### src/rtl/mlt_pkg.sv
package mlt_pkg;

    localparam int unsigned LINE_BYTES_DEF = 64;
    localparam int unsigned NUM_LINES_DEF  = 512;
    localparam int unsigned ADDR_W_DEF     = 20;
    localparam int unsigned STRB_W_DEF     = 8;

    // Write-observation sources; the order only selects array slots.
    typedef enum logic [0:0] {
        SRC_DEV  = 1'b0,
        SRC_HOST = 1'b1
    } wr_src_e;

    localparam int unsigned NUM_SRC = 2;

endpackage

### src/rtl/mlt_line_decode.sv
module mlt_line_decode #(
    parameter int unsigned ADDR_W     = mlt_pkg::ADDR_W_DEF,
    parameter int unsigned STRB_W     = mlt_pkg::STRB_W_DEF,
    parameter int unsigned LINE_BYTES = mlt_pkg::LINE_BYTES_DEF,
    parameter int unsigned NUM_LINES  = mlt_pkg::NUM_LINES_DEF
) (
    input  logic                 clk,
    input  logic                 rst,
    input  logic                 wr_valid,
    input  logic [ADDR_W-1:0]    wr_addr,
    input  logic [STRB_W-1:0]    wr_strb,
    output logic [NUM_LINES-1:0] set_o,
    output logic                 oor_o
);
    localparam int unsigned OFF_W = $clog2(LINE_BYTES);
    localparam int unsigned IDX_W = $clog2(NUM_LINES);
    localparam int unsigned WIN_W = OFF_W + IDX_W;

    logic             counted;
    logic             in_win;
    logic             take;
    logic [IDX_W-1:0] idx;

    assign counted = wr_valid && (wr_strb != '0);
    assign in_win  = (wr_addr[ADDR_W-1:WIN_W] == '0);
    assign take    = counted && in_win;
    assign idx     = wr_addr[WIN_W-1:OFF_W];
    assign oor_o   = counted && !in_win;

    for (genvar g = 0; g < NUM_LINES; g++) begin : g_line
        assign set_o[g] = take && (idx == IDX_W'(g));
    end


    onehot_line_chk: assert property (@(posedge clk) disable iff (rst)
        $onehot0(set_o));


    win_excl_chk: assert property (@(posedge clk) disable iff (rst)
        !(oor_o && (set_o != '0)));


    zero_strb_chk: assert property (@(posedge clk) disable iff (rst)
        (wr_strb == '0) |-> (set_o == '0 && !oor_o));

endmodule

### src/rtl/mlt_dir_store.sv
module mlt_dir_store #(
    parameter int unsigned NUM_LINES = mlt_pkg::NUM_LINES_DEF,
    parameter int unsigned NUM_SRC   = mlt_pkg::NUM_SRC
) (
    input  logic                 clk,
    input  logic                 rst,
    input  logic                 clr_i,
    input  logic [NUM_LINES-1:0] set_i,
    input  logic [NUM_SRC-1:0]   oor_evt_i,
    output logic [NUM_LINES-1:0] bits_q,
    output logic                 oor_q
);
    logic [NUM_LINES-1:0] bits_d;
    logic                 oor_d;

    // Clear first, then merge this cycle's writes on top.
    always_comb begin
        bits_d = (clr_i ? '0 : bits_q) | set_i;
        oor_d  = (oor_q && !clr_i) || (oor_evt_i != '0);
    end

    always_ff @(posedge clk) begin
        if (rst) begin
            bits_q <= '0;
            oor_q  <= 1'b0;
        end else begin
            bits_q <= bits_d;
            oor_q  <= oor_d;
        end
    end


    clr_empty_chk: assert property (@(posedge clk) disable iff (rst)
        (clr_i && set_i == '0 && oor_evt_i == '0) |=> (bits_q == '0 && !oor_q));


    set_kept_chk: assert property (@(posedge clk) disable iff (rst)
        (set_i != '0) |=> ((bits_q & $past(set_i)) == $past(set_i)));


    no_lost_bit_chk: assert property (@(posedge clk) disable iff (rst)
        !clr_i |=> (&(bits_q | ~$past(bits_q))));


    oor_sticky_chk: assert property (@(posedge clk) disable iff (rst)
        (oor_q && !clr_i) |=> oor_q);

endmodule

### src/rtl/mlt_snap_port.sv
module mlt_snap_port #(
    parameter int unsigned NUM_LINES = mlt_pkg::NUM_LINES_DEF
) (
    input  logic                 clk,
    input  logic                 rst,
    input  logic                 rd_req_i,
    input  logic [NUM_LINES-1:0] bits_i,
    output logic                 rd_valid_o,
    output logic [NUM_LINES-1:0] rd_bitmap_o
);
    always_ff @(posedge clk) begin
        if (rst) begin
            rd_valid_o  <= 1'b0;
            rd_bitmap_o <= '0;
        end else begin
            rd_valid_o <= rd_req_i;
            if (rd_req_i) begin
                rd_bitmap_o <= bits_i;
            end
        end
    end


    snap_hold_chk: assert property (@(posedge clk) disable iff (rst)
        !rd_req_i |=> $stable(rd_bitmap_o));


    rd_pulse_chk: assert property (@(posedge clk) disable iff (rst)
        rd_req_i |=> rd_valid_o);


    rd_quiet_chk: assert property (@(posedge clk) disable iff (rst)
        !rd_req_i |=> !rd_valid_o);

endmodule

### src/rtl/mlt_tracker.sv
module mlt_tracker #(
    parameter int unsigned ADDR_W     = mlt_pkg::ADDR_W_DEF,
    parameter int unsigned STRB_W     = mlt_pkg::STRB_W_DEF,
    parameter int unsigned LINE_BYTES = mlt_pkg::LINE_BYTES_DEF,
    parameter int unsigned NUM_LINES  = mlt_pkg::NUM_LINES_DEF
) (
    input  logic                 clk,
    input  logic                 rst,
    input  logic                 dev_wr_valid,
    input  logic [ADDR_W-1:0]    dev_wr_addr,
    input  logic [STRB_W-1:0]    dev_wr_strb,
    input  logic                 host_wr_valid,
    input  logic [ADDR_W-1:0]    host_wr_addr,
    input  logic [STRB_W-1:0]    host_wr_strb,
    input  logic                 phase_clr,
    input  logic                 rd_req,
    output logic                 rd_valid,
    output logic [NUM_LINES-1:0] rd_bitmap,
    output logic                 oor_flag
);
    import mlt_pkg::*;

    logic [NUM_SRC-1:0]                 src_vld;
    logic [NUM_SRC-1:0][ADDR_W-1:0]     src_addr;
    logic [NUM_SRC-1:0][STRB_W-1:0]     src_strb;
    logic [NUM_SRC-1:0][NUM_LINES-1:0]  src_set;
    logic [NUM_SRC-1:0]                 src_oor;
    logic [NUM_LINES-1:0]               set_vec;
    logic [NUM_LINES-1:0]               bits_q;

    assign src_vld[SRC_DEV]   = dev_wr_valid;
    assign src_addr[SRC_DEV]  = dev_wr_addr;
    assign src_strb[SRC_DEV]  = dev_wr_strb;
    assign src_vld[SRC_HOST]  = host_wr_valid;
    assign src_addr[SRC_HOST] = host_wr_addr;
    assign src_strb[SRC_HOST] = host_wr_strb;

    for (genvar s = 0; s < NUM_SRC; s++) begin : g_src
        mlt_line_decode #(
            .ADDR_W     (ADDR_W),
            .STRB_W     (STRB_W),
            .LINE_BYTES (LINE_BYTES),
            .NUM_LINES  (NUM_LINES)
        ) dec_i (
            .clk      (clk),
            .rst      (rst),
            .wr_valid (src_vld[s]),
            .wr_addr  (src_addr[s]),
            .wr_strb  (src_strb[s]),
            .set_o    (src_set[s]),
            .oor_o    (src_oor[s])
        );
    end

    always_comb begin
        set_vec = '0;
        for (int s = 0; s < NUM_SRC; s++) begin
            set_vec = set_vec | src_set[s];
        end
    end

    mlt_dir_store #(
        .NUM_LINES (NUM_LINES),
        .NUM_SRC   (NUM_SRC)
    ) store_i (
        .clk       (clk),
        .rst       (rst),
        .clr_i     (phase_clr),
        .set_i     (set_vec),
        .oor_evt_i (src_oor),
        .bits_q    (bits_q),
        .oor_q     (oor_flag)
    );

    mlt_snap_port #(
        .NUM_LINES (NUM_LINES)
    ) snap_i (
        .clk         (clk),
        .rst         (rst),
        .rd_req_i    (rd_req),
        .bits_i      (bits_q),
        .rd_valid_o  (rd_valid),
        .rd_bitmap_o (rd_bitmap)
    );


    snap_match_chk: assert property (@(posedge clk) disable iff (rst)
        rd_req |=> (rd_bitmap == $past(bits_q)));


    dual_src_chk: assert property (@(posedge clk) disable iff (rst)
        (src_set[SRC_DEV] != '0 && src_set[SRC_HOST] != '0)
            |=> ((bits_q & $past(set_vec)) == $past(set_vec)));

endmodule

### config.mk
export PLATFORM = sky130hd
export DESIGN_NAME = mlt_tracker
export DESIGN_NICKNAME = d
export VERILOG_FILES = /design/src/rtl/mlt_pkg.sv /design/src/rtl/mlt_line_decode.sv /design/src/rtl/mlt_dir_store.sv /design/src/rtl/mlt_snap_port.sv /design/src/rtl/mlt_tracker.sv
export SDC_FILE = /design/constraint.sdc
export NUM_CORES = 2
export LEC_CHECK = 0
export BUFFER_PORTS_ARGS = -buffer_cell sky130_fd_sc_hd__buf_2
export CAP_MARGIN = 25
export CELL_PAD_IN_SITES_DETAIL_PLACEMENT = 0
export CELL_PAD_IN_SITES_GLOBAL_PLACEMENT = 1
export CORE_ASPECT_RATIO = 1.4
export CORE_MARGIN = 2
export CORE_UTILIZATION = 25
export DETAILED_ROUTE_END_ITERATION = 10
export GPL_TIMING_DRIVEN = 1
export PLACE_DENSITY_LB_ADDON = 0.3
export SYNTH_ARGS = -nofsm -noshare
export SYNTH_HDL_FRONTEND = slang
export SYNTH_SLANG_ARGS = --single-unit
### constraint.sdc
create_clock -name clk -period 1.8 [get_ports clk]
set_input_delay 0 -clock clk [delete_from_list [all_inputs] [get_ports clk]]
set_output_delay 0 -clock clk [all_outputs]
set_load 0.05 [all_outputs]
==> impl_results.rst <==
.. list-table::
   :header-rows: 1

   * - Metric
     - Value
   * - Result of the run
     - complete, no violations
   * - Most repeated library cell on the critical path
     - dlygate4sd3_1
   * - Syn nets
     - 3816
   * - Hold path startpoint
     - dev_wr_addr[8]
   * - Biggest area consumer among synthesized cells
     - dfxtp_1
   * - Highest achievable clock rate
     - 574.0 MHz
   * - Startpoint of the lowest-slack register-to-register path
     - store_i.bits_q[482]$_SDFF_PP0_
   * - Number of distinct library cells after synthesis
     - 37
   * - Transition time at the pin with the least slew margin
     - 1.005 ns
   * - Netlist area before placement
     - 37790 sq um
   * - Maximum capacitance violations
     - 0
   * - Final setup skew
     - 0.02881 ns
   * - Sum of buffers and inverters on the critical path
     - 5
   * - Arrival time of data at the critical path endpoint
     - 2.44 ns
   * - Number of setup violations in the final report
     - 0
   * - Crit-path max FO
     - 16
   * - WL per Instance
     - 25.52 microns
   * - Later-pin clock latency in the skew report
     - 0.75 ns
   * - Type of the worst setup path
     - input pin to register
   * - RePlAce Congestion
     - 0.7999
   * - Critical Path Source
     - rst
   * - CP max-delay cell
     - dlygate4sd3_1
   * - Final period demand of the worst path
     - 1.742 ns
   * - Share of the cycle needed by the critical path after routing
     - 96.79%
   * - Clk sink count
     - 1026
   * - Switching power share of the total
     - 23.31%
   * - Total DRC errors in the routed layout
     - 0
   * - Share of total power in combinational logic
     - 4.5%
   * - Most frequent cells in the layout
     - nor2_1, dfxtp_1, buf_2, mux2i_1, a221o_1
   * - Pins Over Slew Limit
     - 0
   * - Fillcell total
     - 15510
   * - Critical path data required time
     - 2.50 ns
   * - Overall die height
     - 464.1 microns
   * - Maximum number of pins on one net before global-route repair
     - 115
   * - Pre-CTS setup slack
     - -0.3392 ns
   * - Port Buffers
     - 563
   * - Number of synthesized register bits
     - 1026
   * - Clock tree root buffer cell
     - clkbuf_16
   * - Proportion of synthesized chip area in sequential cells
     - 54.35%
   * - Vias in the first global route
     - 30520
   * - Gate count of the mapped netlist
     - 3754
   * - Final hold slack
     - 0.06037 ns
   * - Clock-pin slew of the registers on the worst-case setup and hold paths
     - 0.06 ns
   * - Count of flip-flops with a built-in enable after synthesis
     - 0
   * - Initial antenna violation count
     - 14
   * - Aggregate routed wire length
     - 164800 microns
   * - Aggregate global-route resource usage
     - 20.45%
   * - Primary FF master, synth
     - dfxtp_1
   * - Sequential cell fraction of total power
     - 47.2%
   * - Clk pwr share
     - 48.3%
   * - Post-synthesis area per instance
     - 10.07 sq um
   * - Kind of capture point of the worst setup path
     - register
   * - DR vias/cell
     - 4.916
   * - Setup crit start kind
     - input pin
   * - Die ar.
     - 154300 sq um
   * - Number of nets in the layout
     - 4466
   * - Via count
     - 31740
   * - Peak ir drop on the vdd network
     - 0.8478 mV
   * - Final worst setup slack
     - 0.05779 ns
   * - Cells along the critical path
     - dlygate4sd3_1, buf_8, nor2b_1, o2111ai_4, buf_12, buf_4, o221ai_1, dlygate4sd3_1
   * - Number of hold violations in the final report
     - 0
   * - CP top delay family
     - buffers and inverters
   * - Type of the tightest min-delay check
     - input pin to register
   * - Total number of placement rows
     - 168
   * - Initial core utilization
     - 25.22%
   * - Wire length of the first global-routing pass
     - 232000 microns
   * - H-tree Lvls
     - 3
   * - Leakage power
     - 20.99 nW
   * - Fraction of layout cells with a size suffix above 1
     - 23.60%
   * - Number of top-level pins
     - 576
   * - Pint
     - 36.91 mW
   * - Clock tree from TritonCTS
     - done
   * - Max-slew headroom at the worst pin
     - 32.82%
   * - Top area cells in the synthesized netlist
     - dfxtp_1, mux2i_1, a221o_1, nor2_1, clkbuf_1
   * - Critical Path Max Stage Delay
     - 0.57 ns
   * - Synth Warn #
     - 0
   * - Async S/R FF share, synth
     - 0%
   * - Chip width
     - 332.6 microns
   * - Number of iterations in the first detailed-routing pass
     - 8
   * - P&R area growth vs syn
     - 29.38%
   * - Global route total overflow
     - 0
   * - Final HPWL DP
     - 116300 microns
   * - Number of design-rule violations left by the first detailed-router iteration
     - 2642
   * - Placeable core area
     - 149900 sq um
   * - Sw power
     - 11.22 mW
   * - Reg2reg path depth
     - 3
   * - Critical path depth
     - 8
   * - CTS buffer count
     - 106
   * - Hold Crit Depth
     - 4
   * - Worst-case clock buffer depth
     - 3
   * - Post-synth top area share
     - 54.35%
   * - Pwr per Cell Area
     - 984.2 nW/um^2
   * - Residual antenna-violating net count after detailed routing
     - 0
   * - Most common cell after layout, fill and taps aside
     - nor2_1
   * - RSZ-0062 raised after global routing
     - false
   * - Sum of negative setup slack
     - 0 ns
-- cell families after synthesis --
kind of cell    count (synthesis)  synth area share [%]
simple gates                 1361                 14.67
flops                        1026                 54.35
compound gates                524                 13.75
mux                           512                 13.56
buf+inv                       331                 3.675
-- metrics by stage --
| stage | instance area (sq um) | total power, mW | utilization [%] | instances |
|---|---|---|---|---|
| 6_report | 48900 | 48.13 | 32.63 | 6457 |
| 5_1_grt | 48880 | 49.62 | 32.61 | 6448 |
| 3_3_place_gp | 45010 | 25.35 | 30.03 | 6231 |
| 3_5_place_dp | 45010 | 25.35 | 30.03 | 6231 |
| 4_1_cts | 48840 | 48.66 | 32.59 | 6445 |
| 2_1_floorplan | 37800 | 24.37 | - | 3754 |
-- power by group through the flow --
stage	Sequential [mW]	Clock [mW]	Combinational (mW)
finish	22.7	23.3	2.17
global route	22.7	24.7	2.27
CTS	22.7	23.8	2.17
detailed placement	23.2	0	2.14
global placement	23.2	0	2.14
floorplan	23.2	0	1.14
-- cell usage after synthesis, types with 4 or more instances --
master and n:
clkbuf_1 195, nor3b_1 4, nand2_1 23, o21ai_0 5, nor2_1 1141, buf_1 54, nor2b_1 9, buf_2 71
nand3_1 141, a221o_1 500, buf_6 6, nor4b_2 4, dfxtp_1 1026, nor4bb_1 7, and4b_1 4, o221ai_1 8
or4_1 4, mux2i_1 512, o2111ai_1 4, a21o_1 5, nor3_1 5
-- state kept, by name, summed over array words and instances, names as in the netlist --
register	count
store_i.bits_q	512
snap_i.rd_valid_o	1
snap_i.rd_bitmap_o	512
store_i.oor_q	1
-- worst register-to-register path, stage by stage (launching register included) --
cell and delay, ns:
dfxtp_1 0.32, mux2i_1 0.13, nor2_1 0.05, dlygate4sd3_1 0.55
-- worst paths after layout --
kind                                                              to  slack (ns)
worst min-delay path                  store_i.bits_q[398]$_SDFF_PP0_        0.06
worst max-delay path                  store_i.bits_q[126]$_SDFF_PP0_        0.06
worst max register to register  snap_i.rd_bitmap_o[482]$_SDFFE_PP0P_        0.64
worst min register to register              store_i.oor_q$_SDFF_PP0_        0.46
-- cell type report --
type                            count  area (sq um)  area share, %
Sequential cell                  1026         20540          42.00
Multi-Input combinational cell   2397         16030          32.77
Timing Repair Buffer              872          6216          12.71
Clock buffer                      148          3085          6.310
Tap cell                         1955          2446          5.002
Clock inverter                     48         556.8          1.139
Antenna cell                       10         25.02        0.05117
Inverter                            1         3.754       0.007676
-- what timing repair did --
| item | CTS | global route |
|---|---|---|
| buffers inserted | 0 | 1 |
| endpoints found under the hold margin | 294 | 0 |
| endpoints found under the setup margin | 0 | 2 |
| hold buffers | 18 | 0 |
| resized for setup | 0 | 4 |
-- per-layer routing --
layer | routed length (microns) | part of all wire (%) | track usage [%]
met5 | 26 | 0.016 | 0
met4 | 5196 | 3.2 | 7.163
met3 | 10650 | 6.5 | 3.870
met2 | 74620 | 45 | 32.59
met1 | 74310 | 45 | 27.48
No activity file was read; power rests on OpenSTA's default activity.
